<file path="src/rtl/rvs_pkg.sv">
package rvs_pkg;

    typedef enum logic [1:0] {
        ST_IDLE   = 2'd0,
        ST_GET_PC = 2'd1,
        ST_GET_SP = 2'd2
    } rvs_state_e;

    localparam logic CAUSE_POWER_ON = 1'b0;
    localparam logic CAUSE_MANUAL   = 1'b1;

endpackage

</file>
<file path="src/rtl/rvs_vec_addr.sv">
module rvs_vec_addr #(
    parameter int unsigned ADDR_W  = 32,
    parameter int unsigned PO_BASE = 0,
    parameter int unsigned MR_BASE = 8,
    parameter int unsigned STRIDE  = 4
) (
    input  logic              cause_i,
    input  logic              sel_sp_i,
    output logic [ADDR_W-1:0] addr_o
);

    localparam logic [ADDR_W-1:0] PO_A   = ADDR_W'(PO_BASE);
    localparam logic [ADDR_W-1:0] MR_A   = ADDR_W'(MR_BASE);
    localparam logic [ADDR_W-1:0] STEP_A = ADDR_W'(STRIDE);

    logic [ADDR_W-1:0] base;

    always_comb begin
        base   = (cause_i == rvs_pkg::CAUSE_MANUAL) ? MR_A : PO_A;
        addr_o = sel_sp_i ? (base + STEP_A) : base;
    end

endmodule

</file>
<file path="src/rtl/rvs_ctrl.sv">
module rvs_ctrl (
    input  logic clk,
    input  logic rst_n,
    input  logic start_i,
    input  logic cause_i,
    input  logic rvalid_i,
    output logic req_o,
    output logic sel_sp_o,
    output logic cause_o,
    output logic cap_pc_o,
    output logic commit_o,
    output logic hold_o,
    output logic run_o
);
    import rvs_pkg::*;

    typedef struct packed {
        rvs_state_e state;
        logic       cause;
        logic       hold;
        logic       run;
    } ctrl_t;

    ctrl_t ctrl_d, ctrl_q;

    always_comb begin
        ctrl_d     = ctrl_q;
        ctrl_d.run = 1'b0;
        cap_pc_o   = 1'b0;
        commit_o   = 1'b0;
        if (start_i) begin
            ctrl_d.state = ST_GET_PC;
            ctrl_d.cause = cause_i;
            ctrl_d.hold  = 1'b1;
        end else begin
            case (ctrl_q.state)
                ST_GET_PC: begin
                    if (rvalid_i) begin
                        cap_pc_o     = 1'b1;
                        ctrl_d.state = ST_GET_SP;
                    end
                end
                ST_GET_SP: begin
                    if (rvalid_i) begin
                        commit_o     = 1'b1;
                        ctrl_d.state = ST_IDLE;
                        ctrl_d.hold  = 1'b0;
                        ctrl_d.run   = 1'b1;
                    end
                end
                default: ;
            endcase
        end
    end

    always_ff @(posedge clk or negedge rst_n) begin
        if (!rst_n) begin
            ctrl_q.state <= ST_IDLE;
            ctrl_q.cause <= CAUSE_POWER_ON;
            ctrl_q.hold  <= 1'b1;
            ctrl_q.run   <= 1'b0;
        end else begin
            ctrl_q <= ctrl_d;
        end
    end

    assign req_o    = (ctrl_q.state != ST_IDLE);
    assign sel_sp_o = (ctrl_q.state == ST_GET_SP);
    assign cause_o  = ctrl_q.cause;
    assign hold_o   = ctrl_q.hold;
    assign run_o    = ctrl_q.run;

endmodule

</file>
<file path="src/rtl/rvs_regs.sv">
module rvs_regs #(
    parameter int unsigned DATA_W = 32,
    parameter int unsigned MASK_W = 4
) (
    input  logic              clk,
    input  logic              rst_n,
    input  logic              start_i,
    input  logic              cap_pc_i,
    input  logic              commit_i,
    input  logic [DATA_W-1:0] rdata_i,
    output logic [DATA_W-1:0] pc_o,
    output logic [DATA_W-1:0] sp_o,
    output logic [DATA_W-1:0] vbr_o,
    output logic [MASK_W-1:0] imask_o
);

    typedef struct packed {
        logic [DATA_W-1:0] pc_stage;
        logic [DATA_W-1:0] pc;
        logic [DATA_W-1:0] sp;
        logic [DATA_W-1:0] vbr;
        logic [MASK_W-1:0] imask;
    } regs_t;

    regs_t regs_d, regs_q;

    always_comb begin
        regs_d = regs_q;
        if (start_i) begin
            regs_d.vbr   = '0;
            regs_d.imask = '1;
        end
        if (cap_pc_i) begin
            regs_d.pc_stage = rdata_i;
        end
        if (commit_i) begin
            regs_d.pc = regs_q.pc_stage;
            regs_d.sp = rdata_i;
        end
    end

    always_ff @(posedge clk or negedge rst_n) begin
        if (!rst_n) begin
            regs_q.pc_stage <= '0;
            regs_q.pc       <= '0;
            regs_q.sp       <= '0;
            regs_q.vbr      <= '0;
            regs_q.imask    <= '1;
        end else begin
            regs_q <= regs_d;
        end
    end

    assign pc_o    = regs_q.pc;
    assign sp_o    = regs_q.sp;
    assign vbr_o   = regs_q.vbr;
    assign imask_o = regs_q.imask;

endmodule

</file>
<file path="src/rtl/reset_vector_sequencer.sv">
module reset_vector_sequencer #(
    parameter int unsigned ADDR_W  = 32,
    parameter int unsigned DATA_W  = 32,
    parameter int unsigned MASK_W  = 4,
    parameter int unsigned PO_BASE = 0,
    parameter int unsigned MR_BASE = 8,
    parameter int unsigned STRIDE  = 4
) (
    input  logic              clk,
    input  logic              rst_n,
    input  logic              start_i,
    input  logic              cause_i,
    output logic              mem_req_o,
    output logic [ADDR_W-1:0] mem_addr_o,
    input  logic              mem_rvalid_i,
    input  logic [DATA_W-1:0] mem_rdata_i,
    output logic [DATA_W-1:0] pc_o,
    output logic [DATA_W-1:0] sp_o,
    output logic [DATA_W-1:0] vbr_o,
    output logic [MASK_W-1:0] imask_o,
    output logic              hold_o,
    output logic              run_o
);

    logic sel_sp;
    logic cause_q;
    logic cap_pc;
    logic commit;

    rvs_ctrl u_ctrl (
        .clk      (clk),
        .rst_n    (rst_n),
        .start_i  (start_i),
        .cause_i  (cause_i),
        .rvalid_i (mem_rvalid_i),
        .req_o    (mem_req_o),
        .sel_sp_o (sel_sp),
        .cause_o  (cause_q),
        .cap_pc_o (cap_pc),
        .commit_o (commit),
        .hold_o   (hold_o),
        .run_o    (run_o)
    );

    rvs_vec_addr #(
        .ADDR_W  (ADDR_W),
        .PO_BASE (PO_BASE),
        .MR_BASE (MR_BASE),
        .STRIDE  (STRIDE)
    ) u_addr (
        .cause_i  (cause_q),
        .sel_sp_i (sel_sp),
        .addr_o   (mem_addr_o)
    );

    rvs_regs #(
        .DATA_W (DATA_W),
        .MASK_W (MASK_W)
    ) u_regs (
        .clk      (clk),
        .rst_n    (rst_n),
        .start_i  (start_i),
        .cap_pc_i (cap_pc),
        .commit_i (commit),
        .rdata_i  (mem_rdata_i),
        .pc_o     (pc_o),
        .sp_o     (sp_o),
        .vbr_o    (vbr_o),
        .imask_o  (imask_o)
    );

endmodule

</file>
<file path="config.mk">
export PLATFORM = sky130hd
export DESIGN_NAME = reset_vector_sequencer
export DESIGN_NICKNAME = d
export VERILOG_FILES = /design/src/rtl/rvs_pkg.sv /design/src/rtl/rvs_vec_addr.sv /design/src/rtl/rvs_ctrl.sv /design/src/rtl/rvs_regs.sv /design/src/rtl/reset_vector_sequencer.sv
export SDC_FILE = /design/constraint.sdc
export NUM_CORES = 1
export LEC_CHECK = 0
export BUFFER_PORTS_ARGS = -buffer_cell sky130_fd_sc_hd__buf_4
export CORE_MARGIN = 10
export CORE_UTILIZATION = 30
export DETAILED_ROUTE_END_ITERATION = 6
export GPL_TIMING_DRIVEN = 0
export PLACE_DENSITY = 0.56
export SYNTH_ARGS = -nofsm -noshare
export SYNTH_HDL_FRONTEND = slang
export SYNTH_SLANG_ARGS = --single-unit
</file>
<file path="constraint.sdc">
create_clock -name clk -period 1.95 [get_ports clk]
set_input_delay 0.2925 -clock clk [delete_from_list [all_inputs] [get_ports clk]]
set_output_delay 0.2925 -clock clk [all_outputs]
set_load 0.01 [all_outputs]
</file>
==> run metrics, run 1 <==
starting density of the core=30.6%; peak supply drop=0.000518 V; peak fanout along the critical path=10; H-Tree Depth=3; full die area=22600 sq um; required time reported for the critical path endpoint=2.17 ns; Max Cap Violations=0; power per cell area=1080 nW/um^2; fraction of power consumed by sequential logic=40.8%; number of nets in the final layout=572; Total Power=7.26 mW; Syn Area/Cell=14.4 sq um; post-route clock period utilization=79.5%; worst skew pair latency=0.34 ns; final standard cell utilization of the core=40.5%; Via density=3.68; worst hold-check path type=input port to register; via total after detailed routing=2794; core box area=16600 sq um; count of standard-cell rows=47; number of max-slew violations in the final report=0; number of diodes added for antenna fixing=0; part of the Yosys area used for sequential elements=49.6%; WL/cell=13.9 um; reported leakage power=3.52 nW; largest cells by area after synthesis=sky130_fd_sc_hd__dfrtp_1 (49%), sky130_fd_sc_hd__buf_4 (20%), sky130_fd_sc_hd__mux2_4 (17%); startpoint types=register; overall die height=150 um; FF+latch count, synth=101; internal power component=5.36 mW; start-to-end type of the worst setup path=register to register; drt total wl=10.5 mm; buffer depth of the longest clock path=2; IO Count=172; CTS Sinks=101; clock buffers created by TritonCTS=9; time the worst path needs with I/O delays and setup=1.55 ns; leading area contributor after synthesis=sky130_fd_sc_hd__dfrtp_1; antenna violations before repair=0; combinational cell fraction of total power=34.2%; layout filler cell count=1639; total number of yosys warnings=0; unrepaired setup endpoints after global routing=no; largest net degree at the start of global routing=102; remaining number of nets flagged by the antenna check after routing=0; number of design rule violations left after detail routing=0; clock tree from TritonCTS=built; horizontal extent of the die=150 um; multi-input combinational cell area=1650 sq um; cell area after synthesis=5100 sq um; buffer cell driving the clock tree root=sky130_fd_sc_hd__clkbuf_16; GP Congestion=0.695; number of global-route vias before repair=3065; total count of hold-check failures in the final report=0; Total Neg Setup Slack=0 ns; count of mapped cells out of synthesis=353; HPWL after detailed placement=7.90 mm; Arrival @ worst endpoint=1.77 ns; Switching Fraction=26.1%; post-cts resize count=0; worst setup skew after layout=0.00566 ns; footprint of the flip-flops and latches=2530 sq um; count of cell types in the netlist=17; Buffers on Ports=105; fraction of layout cells with a size suffix above 1=67.6%; endpoint class of the critical path=register; Psw=1.89 mW; run status=finished, final reports clean; Worst-path clk slew=0.07 ns; Area growth, synth to finish=32.3%; buffers inserted by post-CTS timing repair=0; final setup violating endpoints=0; Worst Hold Margin=0.150 ns; first-pass GRT wire length=16.4 mm; DRT iter0 DRCs=71; First-pass DRT Iterations=4; Global Route Usage Sum=9.17%; aggregate global routing overflow=0; count of hold-fix buffers inserted at cts=0; relative contribution of the clock network to total power=25.1%; maximum frequency from static timing analysis=645 MHz; proportion of netlist area held by the largest area contributor=49.1%
## power groups by stage
| stage | clock, mW | combinational (mW) | sequential (mW) |
|---|---|---|---|
| 2_1_floorplan | 0 | 1.66 | 2.90 |
| 3_3_place_gp | 0 | 2.49 | 2.97 |
| 3_5_place_dp | 0 | 2.51 | 3.00 |
| 4_1_cts | 1.90 | 2.52 | 2.97 |
| 5_1_grt | 1.98 | 2.68 | 3.05 |
| 6_report | 1.82 | 2.48 | 2.96 |
## stage by stage
stage / cell area, sq um / setup slack (ns) / cells
CTS: 6700 / 0.374 / 758
floorplan: 5340 / 0.529 / 417
global route: 6740 / 0.331 / 760
detailed placement: 6400 / 0.382 / 742
global placement: 6400 / 0.395 / 742
finish: 6740 / 0.400 / 760
## final timing paths
kind                                    start          endpoint  slack, ns  depth (start not counted)
max                          u_ctrl.ctrl_q[3]   u_regs.sp_o[27]       0.40                          4
max reg2reg                  u_ctrl.ctrl_q[3]   u_regs.sp_o[27]       0.40                          4
min                                   start_i  u_ctrl.ctrl_q[4]       0.15                          2
min in group asynchronous               rst_n    u_regs.sp_o[5]       0.28                          2
min reg2reg                u_regs.regs_q[128]   u_regs.pc_o[28]       0.50                          1
max in group asynchronous               rst_n   u_regs.pc_o[27]       1.02                          3
## sequential cells by signal (all words and copies together) (netlist names)
signal          flops
u_ctrl.run_o        1
u_ctrl.hold_o       1
u_regs.regs_q      32
u_ctrl.cause_o      1
u_ctrl.ctrl_q       2
u_regs.pc_o        32
u_regs.sp_o        32
## synth_stat cells
cell	number
sky130_fd_sc_hd__a21o_1	2
sky130_fd_sc_hd__and4bb_1	1
sky130_fd_sc_hd__and4bb_4	1
sky130_fd_sc_hd__buf_12	6
sky130_fd_sc_hd__buf_4	133
sky130_fd_sc_hd__buf_6	4
sky130_fd_sc_hd__conb_1	2
sky130_fd_sc_hd__dfrtp_1	100
sky130_fd_sc_hd__dfstp_2	1
sky130_fd_sc_hd__mux2_2	38
sky130_fd_sc_hd__mux2_4	59
sky130_fd_sc_hd__mux2i_1	1
sky130_fd_sc_hd__nand2b_1	1
sky130_fd_sc_hd__nand3b_1	1
sky130_fd_sc_hd__nor2_1	1
sky130_fd_sc_hd__nor2b_1	1
sky130_fd_sc_hd__or2_2	1
## per-layer routing
| metal | routed length (um) | vias to the layer above | share of wire, % | GRT usage (%) |
|---|---|---|---|---|
| met4 | 90 | 0 | 0.85 | 2.77 |
| met5 | 0 | - | 0 | 0 |
| met2 | 4940 | 104 | 47 | 14.3 |
| met3 | 1260 | 7 | 12 | 5.13 |
| met1 | 4260 | 1346 | 40 | 10.5 |
| li1 | - | 1337 | - | - |
## critical path: stages, from the launching register on
cell and delay, ns:
sky130_fd_sc_hd__dfrtp_1 0.43, sky130_fd_sc_hd__and4bb_4 0.35, sky130_fd_sc_hd__buf_12 0.17, sky130_fd_sc_hd__buf_12 0.17, sky130_fd_sc_hd__mux2_4 0.31
## logic make-up after synthesis
family                 after synthesis  share of synthesized area [%]
AOI/OAI and AO/OA                    2                          0.294
buffers and inverters              143                           22.8
and+or+nand+nor                      7                           1.15
muxes                               98                           26.0
DFF                                101                           49.6
other                                2                          0.147
## cell usage in the layout (no fill, tap or decap)
cell                            Yosys  final
sky130_fd_sc_hd__a21o_1             2      2
sky130_fd_sc_hd__and4bb_1           1      1
sky130_fd_sc_hd__and4bb_4           1      1
sky130_fd_sc_hd__buf_12             6      6
sky130_fd_sc_hd__buf_16             0      1
sky130_fd_sc_hd__buf_4            133    237
sky130_fd_sc_hd__buf_6              4      5
sky130_fd_sc_hd__bufinv_16          0      1
sky130_fd_sc_hd__clkbuf_16          0      9
sky130_fd_sc_hd__clkbuf_8           0      1
sky130_fd_sc_hd__clkinv_2           0      3
sky130_fd_sc_hd__clkinvlp_4         0      1
sky130_fd_sc_hd__conb_1             2     66
sky130_fd_sc_hd__dfrtp_1          100    100
sky130_fd_sc_hd__dfstp_2            1      1
sky130_fd_sc_hd__dlygate4sd3_1      0      1
sky130_fd_sc_hd__inv_6              0      1
sky130_fd_sc_hd__mux2_2            38     38
sky130_fd_sc_hd__mux2_4            59     59
sky130_fd_sc_hd__mux2i_1            1      1
sky130_fd_sc_hd__nand2b_1           1      1
sky130_fd_sc_hd__nand3b_1           1      1
sky130_fd_sc_hd__nor2_1             1      1
sky130_fd_sc_hd__nor2b_1            1      1
sky130_fd_sc_hd__or2_2              1      1
## cell type report
class                   instances  share of cell area, %
flip-flops and latches        101                   37.5
multi-input cells             173                   24.4
plain buffers                 143                   17.3
repair buffers                107                   12.3
well taps                     220                   4.08
clock buffers                  10                   3.54
clock inverters                 6                  0.909
No activity file was read; power rests on OpenSTA's default activity.
==> run 2, diff against run 1 <==
- ABC_AREA: unset -> 1
- clock period: 1.95 -> 1.5 ns (I/O delays scaled with it)
==> run metrics, run 2 <==
Hold Startpoint=start_i (unchanged); Syn Area/Cell=8.74 sq um (was 14.4 sq um); proportion of netlist area held by the largest area contributor=49.9% (was 49.1%); primary flip-flop cell chosen by synthesis mapping=sky130_fd_sc_hd__dfrtp_1 (unchanged); most repeated cell in the gate-level netlist after synthesis=sky130_fd_sc_hd__nand2_1 (was sky130_fd_sc_hd__buf_4); Switching Fraction=30.0% (was 26.1%); overall die height=149 um (was 150 um); Max Cap Violations=0 (unchanged); post-route clock period utilization=97.0%; slew at the pin closest to its max-slew limit=0.537 ns; clock buffers created by TritonCTS=9 (unchanged); number of nets in the final layout=793 (was 572); combinational cell fraction of total power=31.8% (was 34.2%); most common cell after layout, fill and taps aside=sky130_fd_sc_hd__buf_4 (unchanged); buffer cell driving the clock tree root=sky130_fd_sc_hd__clkbuf_16 (unchanged); run status=finished, final reports clean (unchanged); Buffers on Ports=105 (unchanged); most numerous cell types in the synthesized netlist=sky130_fd_sc_hd__nand2_1 (198), sky130_fd_sc_hd__buf_4 (139), sky130_fd_sc_hd__dfrtp_1 (100) (was sky130_fd_sc_hd__buf_4 (133), sky130_fd_sc_hd__dfrtp_1 (100), sky130_fd_sc_hd__mux2_4 (59)); DRT iter0 DRCs=273 (was 71); worst setup slack after placement=0.0389 ns (was 0.382 ns); aggregate global routing overflow=0 (unchanged); total count of hold-check failures in the final report=0 (unchanged); Critical Path, Cell by Cell=or2_2, buf_4 (was and4bb_4, buf_12, buf_12, mux2_4); first-pass GRT wire length=20.9 mm (was 16.4 mm); worst hold path depth=2 (unchanged); number of diodes added for antenna fixing=0 (unchanged); Via density=3.84 (was 3.68); number of max-slew violations in the final report=0 (unchanged); required time reported for the critical path endpoint=1.27 ns (was 2.17 ns); count of cell types in the netlist=16 (was 17); internal power component=6.30 mW (was 5.36 mW); met1 wire length=5.56 mm (was 4.26 mm); buffer depth of the longest clock path=2 (unchanged); count of mapped cells out of synthesis=574 (was 353); maximum frequency from static timing analysis=687 MHz; number of global-route vias before repair=3867 (was 3065); HPWL after detailed placement=9.94 mm (was 7.90 mm); Arrival @ worst endpoint=1.23 ns (was 1.77 ns); worst skew pair latency=0.35 ns (was 0.34 ns); Max-Slew Margin vs Limit=64.2%; startpoint types=register (unchanged); Total Neg Setup Slack=0 ns (unchanged); count of standard-cell rows=47 (unchanged); start-to-end type of the worst setup path=register to output pin (was register to register); leading area contributor after synthesis=sky130_fd_sc_hd__dfrtp_1 (unchanged); worst-case setup margin in the final layout=0.0444 ns (was 0.400 ns); full die area=22300 sq um (was 22600 sq um); Worst-path clk slew=0.07 ns (about the same); antenna violations before repair=0 (unchanged); endpoint class of the critical path=output pin (was register); wire length on met3=851 um (was 1.26 mm); GP Congestion=0.779 (was 0.695); fraction of layout cells with a size suffix above 1=37.9% (was 67.6%); Area growth, synth to finish=32.8% (was 32.3%); buffers inserted by post-CTS timing repair=0 (unchanged); remaining number of nets flagged by the antenna check after routing=0 (unchanged); core box area=16500 sq um (was 16600 sq um); IO Count=172 (unchanged); Psw=2.70 mW (was 1.89 mW); final setup violating endpoints=0 (unchanged); peak fanout along the critical path=5 (was 10); logic depth of the worst register-to-register path=5 (was 4); cell with the largest stage delay on the worst path=sky130_fd_sc_hd__dfrtp_1 (unchanged); power per cell area=1350 nW/um^2 (was 1080 nW/um^2); peak supply drop=0.000524 V (was 0.000518 V); H-Tree Depth=3 (unchanged); First-pass DRT Iterations=4 (unchanged); highest routed layer=met4 (unchanged); part of the Yosys area used for sequential elements=50.4% (was 49.6%); drt total wl=12.9 mm (was 10.5 mm); Global Route Usage Sum=11.8% (was 9.17%); layout filler cell count=1731 (was 1639); time the worst path needs with I/O delays and setup=1.46 ns; Critical R2R Launch=u_ctrl.ctrl_q[4] (was u_ctrl.ctrl_q[3]); reported leakage power=3.90 nW (was 3.52 nW); number of design rule violations left after detail routing=0 (unchanged); largest net degree at the start of global routing=102 (unchanged); worst hold-check path type=input port to register (unchanged); Met2 Routed Length=6.23 mm (was 4.94 mm); most frequent cells in the layout=sky130_fd_sc_hd__buf_4 (243), sky130_fd_sc_hd__nand2_1 (197), sky130_fd_sc_hd__dfrtp_1 (100) (was sky130_fd_sc_hd__buf_4 (237), sky130_fd_sc_hd__dfrtp_1 (100), sky130_fd_sc_hd__conb_1 (66)); total number of yosys warnings=0 (unchanged); largest incremental delay on the critical path=0.43 ns (about the same); starting density of the core=30.5% (was 30.6%); share of flip-flops with an asynchronous set or reset after synthesis=100% (unchanged); horizontal extent of the die=149 um (was 150 um); via total after detailed routing=3767 (was 2794); fraction of power consumed by sequential logic=42.0% (was 40.8%); largest cells by area after synthesis=sky130_fd_sc_hd__dfrtp_1 (50%), sky130_fd_sc_hd__buf_4 (21%), sky130_fd_sc_hd__nand2_1 (15%) (was sky130_fd_sc_hd__dfrtp_1 (49%), sky130_fd_sc_hd__buf_4 (20%), sky130_fd_sc_hd__mux2_4 (17%)); capturing point of the worst reg2reg path=u_regs.regs_q[127] (was u_regs.sp_o[27]); startpoint of the most critical setup path=u_ctrl.ctrl_q[4] (was u_ctrl.ctrl_q[3]); relative contribution of the clock network to total power=26.3% (was 25.1%); cell area after synthesis=5020 sq um (was 5100 sq um); worst setup slack for register-to-register paths=0.14 ns (was 0.40 ns); number of flops mapped to enable cells by yosys=0 (unchanged); CTS Sinks=101 (unchanged); FF+latch count, synth=101 (unchanged); WL/cell=13.2 um (was 13.9 um); CP Capture Point=mem_req_o (was u_regs.sp_o[27]); clock tree from TritonCTS=built (unchanged); unrepaired setup endpoints after global routing=no (unchanged); worst setup skew after layout=0.00881 ns (was 0.00566 ns)
run 2: cell types whose count changed in the layout (fill, tap and decap cells not counted), moves of 2 or more:
cell                         previous run  this run
sky130_fd_sc_hd__nand2_1                0       197
sky130_fd_sc_hd__nand3_1                0        96
sky130_fd_sc_hd__mux2_4                59         0
sky130_fd_sc_hd__mux2_2                38         0
sky130_fd_sc_hd__buf_2                  0        17
sky130_fd_sc_hd__buf_12                 6         0
sky130_fd_sc_hd__buf_4                237       243
sky130_fd_sc_hd__inv_1                  0         5
sky130_fd_sc_hd__clkinv_2               3         0
sky130_fd_sc_hd__clkinvlp_4             1         4
sky130_fd_sc_hd__a21o_1                 2         0
sky130_fd_sc_hd__a21oi_1                0         2
sky130_fd_sc_hd__nor2_1                 1         3
sky130_fd_sc_hd__nor2_2                 0         2
run 2: repair_timing:
item                                    in CTS  in global routing
hold endpoints to repair                     0                 81
resized for setup                            0                  2
hold buffers                                 0                  1
endpoints found under the setup margin       0                 29
run 2: how the worst min path moves through the flow:
stage,endpoint,slack [ns]
after global placement,u_ctrl.cause_o,0.44
after global routing,u_ctrl.cause_o,0.09
after detailed placement,u_ctrl.ctrl_q[4],0.45
after CTS,u_ctrl.ctrl_q[4],0.07
after floorplan,u_ctrl.cause_o,-0.07
final,u_ctrl.ctrl_q[4],0.08
run 2: critical path: cells and delay by family, from the launching register on:
family,cells,cell delay [ns]
buffers and inverters,1,0.15
flip-flops,1,0.43
AND/OR/NAND/NOR,1,0.31
run 2: through the flow:
stage               hold slack (ns)  area (sq um)  total power, mW  std cells  util [%]
floorplan                   -0.0706          5260             5.50        638         -
detailed placement            0.446          6320             6.73        963      38.4
finish                       0.0822          6660             9.00        980      40.5
CTS                          0.0733          6620             9.13        978      40.2
global route                 0.0853          6660             9.63        980      40.5
global placement              0.439          6320             6.69        963      38.4
run 2: layout make-up:
| class | instances | area (sq um) | share of cell area [%] |
|---|---|---|---|
| well taps | 220 | 275 | 4.13 |
| clock inverters | 6 | 70.1 | 1.05 |
| inverters | 6 | 26.3 | 0.394 |
| clock buffers | 9 | 225 | 3.38 |
| flip-flops and latches | 101 | 2530 | 38.0 |
| plain buffers | 162 | 1190 | 17.8 |
| repair buffers | 107 | 830 | 12.5 |
| multi-input cells | 369 | 1520 | 22.8 |
run 2: power groups by stage:
stage	registers [mW]	clock network [mW]	logic (mW)
2_1_floorplan	3.72	0	1.78
3_3_place_gp	3.81	0	2.89
3_5_place_dp	3.83	0	2.90
4_1_cts	3.78	2.43	2.91
5_1_grt	3.89	2.55	3.20
6_report	3.78	2.36	2.86
run 2: routing by layer:
| layer | GRT usage (%) | up-vias |
|---|---|---|
| met2 | 19.1 | 98 |
| met1 | 14.3 | 1683 |
| met3 | 3.73 | 15 |
| met5 | 0 | - |
| met4 | 4.42 | 0 |
| li1 | - | 1971 |
run 2: logic make-up after synthesis:
group | Yosys count | synth area share [%]
simple gates | 300 | 25.0
buf+inv | 168 | 24.1
flops | 101 | 50.4
compound gates | 3 | 0.299
other cells | 2 | 0.150
==> run 3, diff against run 2 <==
- CORE_ASPECT_RATIO: unset -> 1.1
==> run metrics, run 3 (synthesis results as in run 2) <==
run status=finished, final reports clean (unchanged); DRT iter0 DRCs=255 (was 273); clock buffers created by TritonCTS=9 (unchanged); met1 Use GR=13.0% (was 14.3%); drt total wl=13.0 mm (was 12.9 mm); overall die height=156 um (was 149 um); reported leakage power=3.92 nW (was 3.90 nW); number of design rule violations left after detail routing=0 (unchanged); buffer cell driving the clock tree root=sky130_fd_sc_hd__clkbuf_16 (unchanged); worst setup slack after placement=0.0275 ns (was 0.0389 ns); number of global-route vias before repair=3827 (was 3867); aggregate global routing overflow=0 (unchanged); routing usage on met2=19.6% (was 19.1%); worst hold-check path type=input port to register (unchanged); number of nets in the final layout=793 (unchanged); start-to-end type of the worst setup path=register to output pin (unchanged); WL/cell=13.5 um (was 13.2 um); CTS Sinks=101 (unchanged); GP Congestion=0.812 (was 0.779); time the worst path needs with I/O delays and setup=1.46 ns (about the same); clock tree from TritonCTS=built (unchanged); Final Non-Filler Cells=965 (was 980); IO Count=172 (unchanged); H-Tree Depth=3 (unchanged); Global Route Usage Sum=11.6% (was 11.8%); Buffers on Ports=105 (unchanged); total count of hold-check failures in the final report=0 (unchanged); number of instances in the placed design=947 (was 963); Arrival @ worst endpoint=1.23 ns (about the same); HPWL after detailed placement=9.90 mm (was 9.94 mm); Via density=3.89 (was 3.84); required time reported for the critical path endpoint=1.27 ns (about the same); unrepaired setup endpoints after global routing=no (unchanged); via total after detailed routing=3757 (was 3767); worst setup skew after layout=0.00699 ns (was 0.00881 ns); remaining number of nets flagged by the antenna check after routing=0 (unchanged); Worst-path clk slew=0.07 ns (about the same); Max Cap Violations=0 (unchanged); Max-Slew Margin vs Limit=63.3% (was 64.2%); peak fanout along the critical path=5 (unchanged); global routing usage on met3=4.35% (was 3.73%); core box area=16400 sq um (was 16500 sq um); power per cell area=1380 nW/um^2 (was 1350 nW/um^2); peak supply drop=0.000513 V (was 0.000524 V); most frequent cells in the layout=sky130_fd_sc_hd__buf_4 (243), sky130_fd_sc_hd__nand2_1 (197), sky130_fd_sc_hd__dfrtp_1 (100) (unchanged); starting density of the core=30.6% (was 30.5%); First-pass DRT Iterations=4 (unchanged); worst-case setup margin in the final layout=0.0429 ns (was 0.0444 ns); Total Neg Setup Slack=0 ns (unchanged); maximum frequency from static timing analysis=686 MHz (was 687 MHz); logic depth of the worst register-to-register path=4 (was 5); final setup violating endpoints=0 (unchanged); fraction of layout cells with a size suffix above 1=37.8% (was 37.9%); antenna violations before repair=0 (unchanged); post-route clock period utilization=97.1% (was 97.0%); number of diodes added for antenna fixing=0 (unchanged); startpoint types=register (unchanged); slew at the pin closest to its max-slew limit=0.550 ns (was 0.537 ns); layer with the highest usage=met2 (unchanged); first-pass GRT wire length=20.4 mm (was 20.9 mm); full die area=22300 sq um (about the same); largest net degree at the start of global routing=102 (unchanged); endpoint class of the critical path=output pin (unchanged); number of max-slew violations in the final report=0 (unchanged); most common cell after layout, fill and taps aside=sky130_fd_sc_hd__buf_4 (unchanged); buffers inserted by post-CTS timing repair=0 (unchanged); Area growth, synth to finish=32.9% (was 32.8%); buffer depth of the longest clock path=2 (unchanged); worst hold path depth=3 (was 2); worst skew pair latency=0.35 ns (about the same); horizontal extent of the die=143 um (was 149 um); count of standard-cell rows=49 (was 47)
-- run 3: cell count changes in the layout (fill, tap and decap cells not counted) --
cell / before / now
sky130_fd_sc_hd__clkinvlp_4: 4 / 1
sky130_fd_sc_hd__clkinv_4: 0 / 2
sky130_fd_sc_hd__bufinv_16: 1 / 2
sky130_fd_sc_hd__clkinv_1: 0 / 1
sky130_fd_sc_hd__clkinv_2: 0 / 1
sky130_fd_sc_hd__inv_6: 2 / 1
-- run 3: power by group --
group          leakage [nW]  internal (mW)  switching [mW]  total, mW
clock network         0.156           1.47            1.08       2.55
registers              1.30           3.40           0.361       3.76
logic                  2.46           1.60            1.27       2.88
total                  3.92           6.47            2.71       9.19
-- run 3: worst paths after layout --
check,from,endpoint,slack (ns)
min in group asynchronous,rst_n,u_regs.pc_o[9],0.22
setup / recovery,u_ctrl.ctrl_q[4],mem_req_o,0.04
setup reg to reg,u_ctrl.ctrl_q[3],u_ctrl.ctrl_q[3],0.11
hold / removal,cause_i,u_ctrl.cause_o,0.08
max in group asynchronous,rst_n,u_ctrl.hold_o,0.57
hold reg to reg,u_regs.regs_q[112],u_regs.regs_q[112],0.47
-- run 3: repair_timing --
| action | in CTS | in global routing |
|---|---|---|
| endpoints found under the hold margin | 0 | 44 |
| gates resized for setup | 0 | 1 |
| hold buffers | 0 | 1 |
| setup endpoints to repair | 0 | 11 |
-- run 3: cell type report --
class / count / area [sq um]
plain buffers: 162 / 1190
repair buffers: 107 / 830
fillers: 1686 / 9700
inverters: 6 / 22.5
well taps: 204 / 255
flip-flops and latches: 101 / 2530
multi-input cells: 369 / 1520
clock buffers: 9 / 225
clock inverters: 7 / 98.8
-- run 3: routing by layer --
metal / up-vias / part of all wire [%]
li1: 1985 / -
met3: 16 / 8.4
met1: 1650 / 41
met4: 0 / 1.5
met2: 106 / 49
met5: - / 0
-- run 3: metrics by stage --
stage / total power [mW] / hold slack, ns / util [%] / area (sq um)
floorplan: 5.50 / -0.0706 / - / 5260
global placement: 6.69 / 0.439 / 38.5 / 6300
detailed placement: 6.73 / 0.447 / 38.5 / 6300
CTS: 9.32 / 0.0654 / 40.5 / 6620
global route: 9.76 / 0.0784 / 40.7 / 6670
finish: 9.19 / 0.0756 / 40.7 / 6670
-- run 3: worst max-delay path, stage by stage, from the launching register on --
cell	delay [ns]
sky130_fd_sc_hd__dfrtp_1	0.42
sky130_fd_sc_hd__or2_2	0.31
sky130_fd_sc_hd__buf_4	0.15
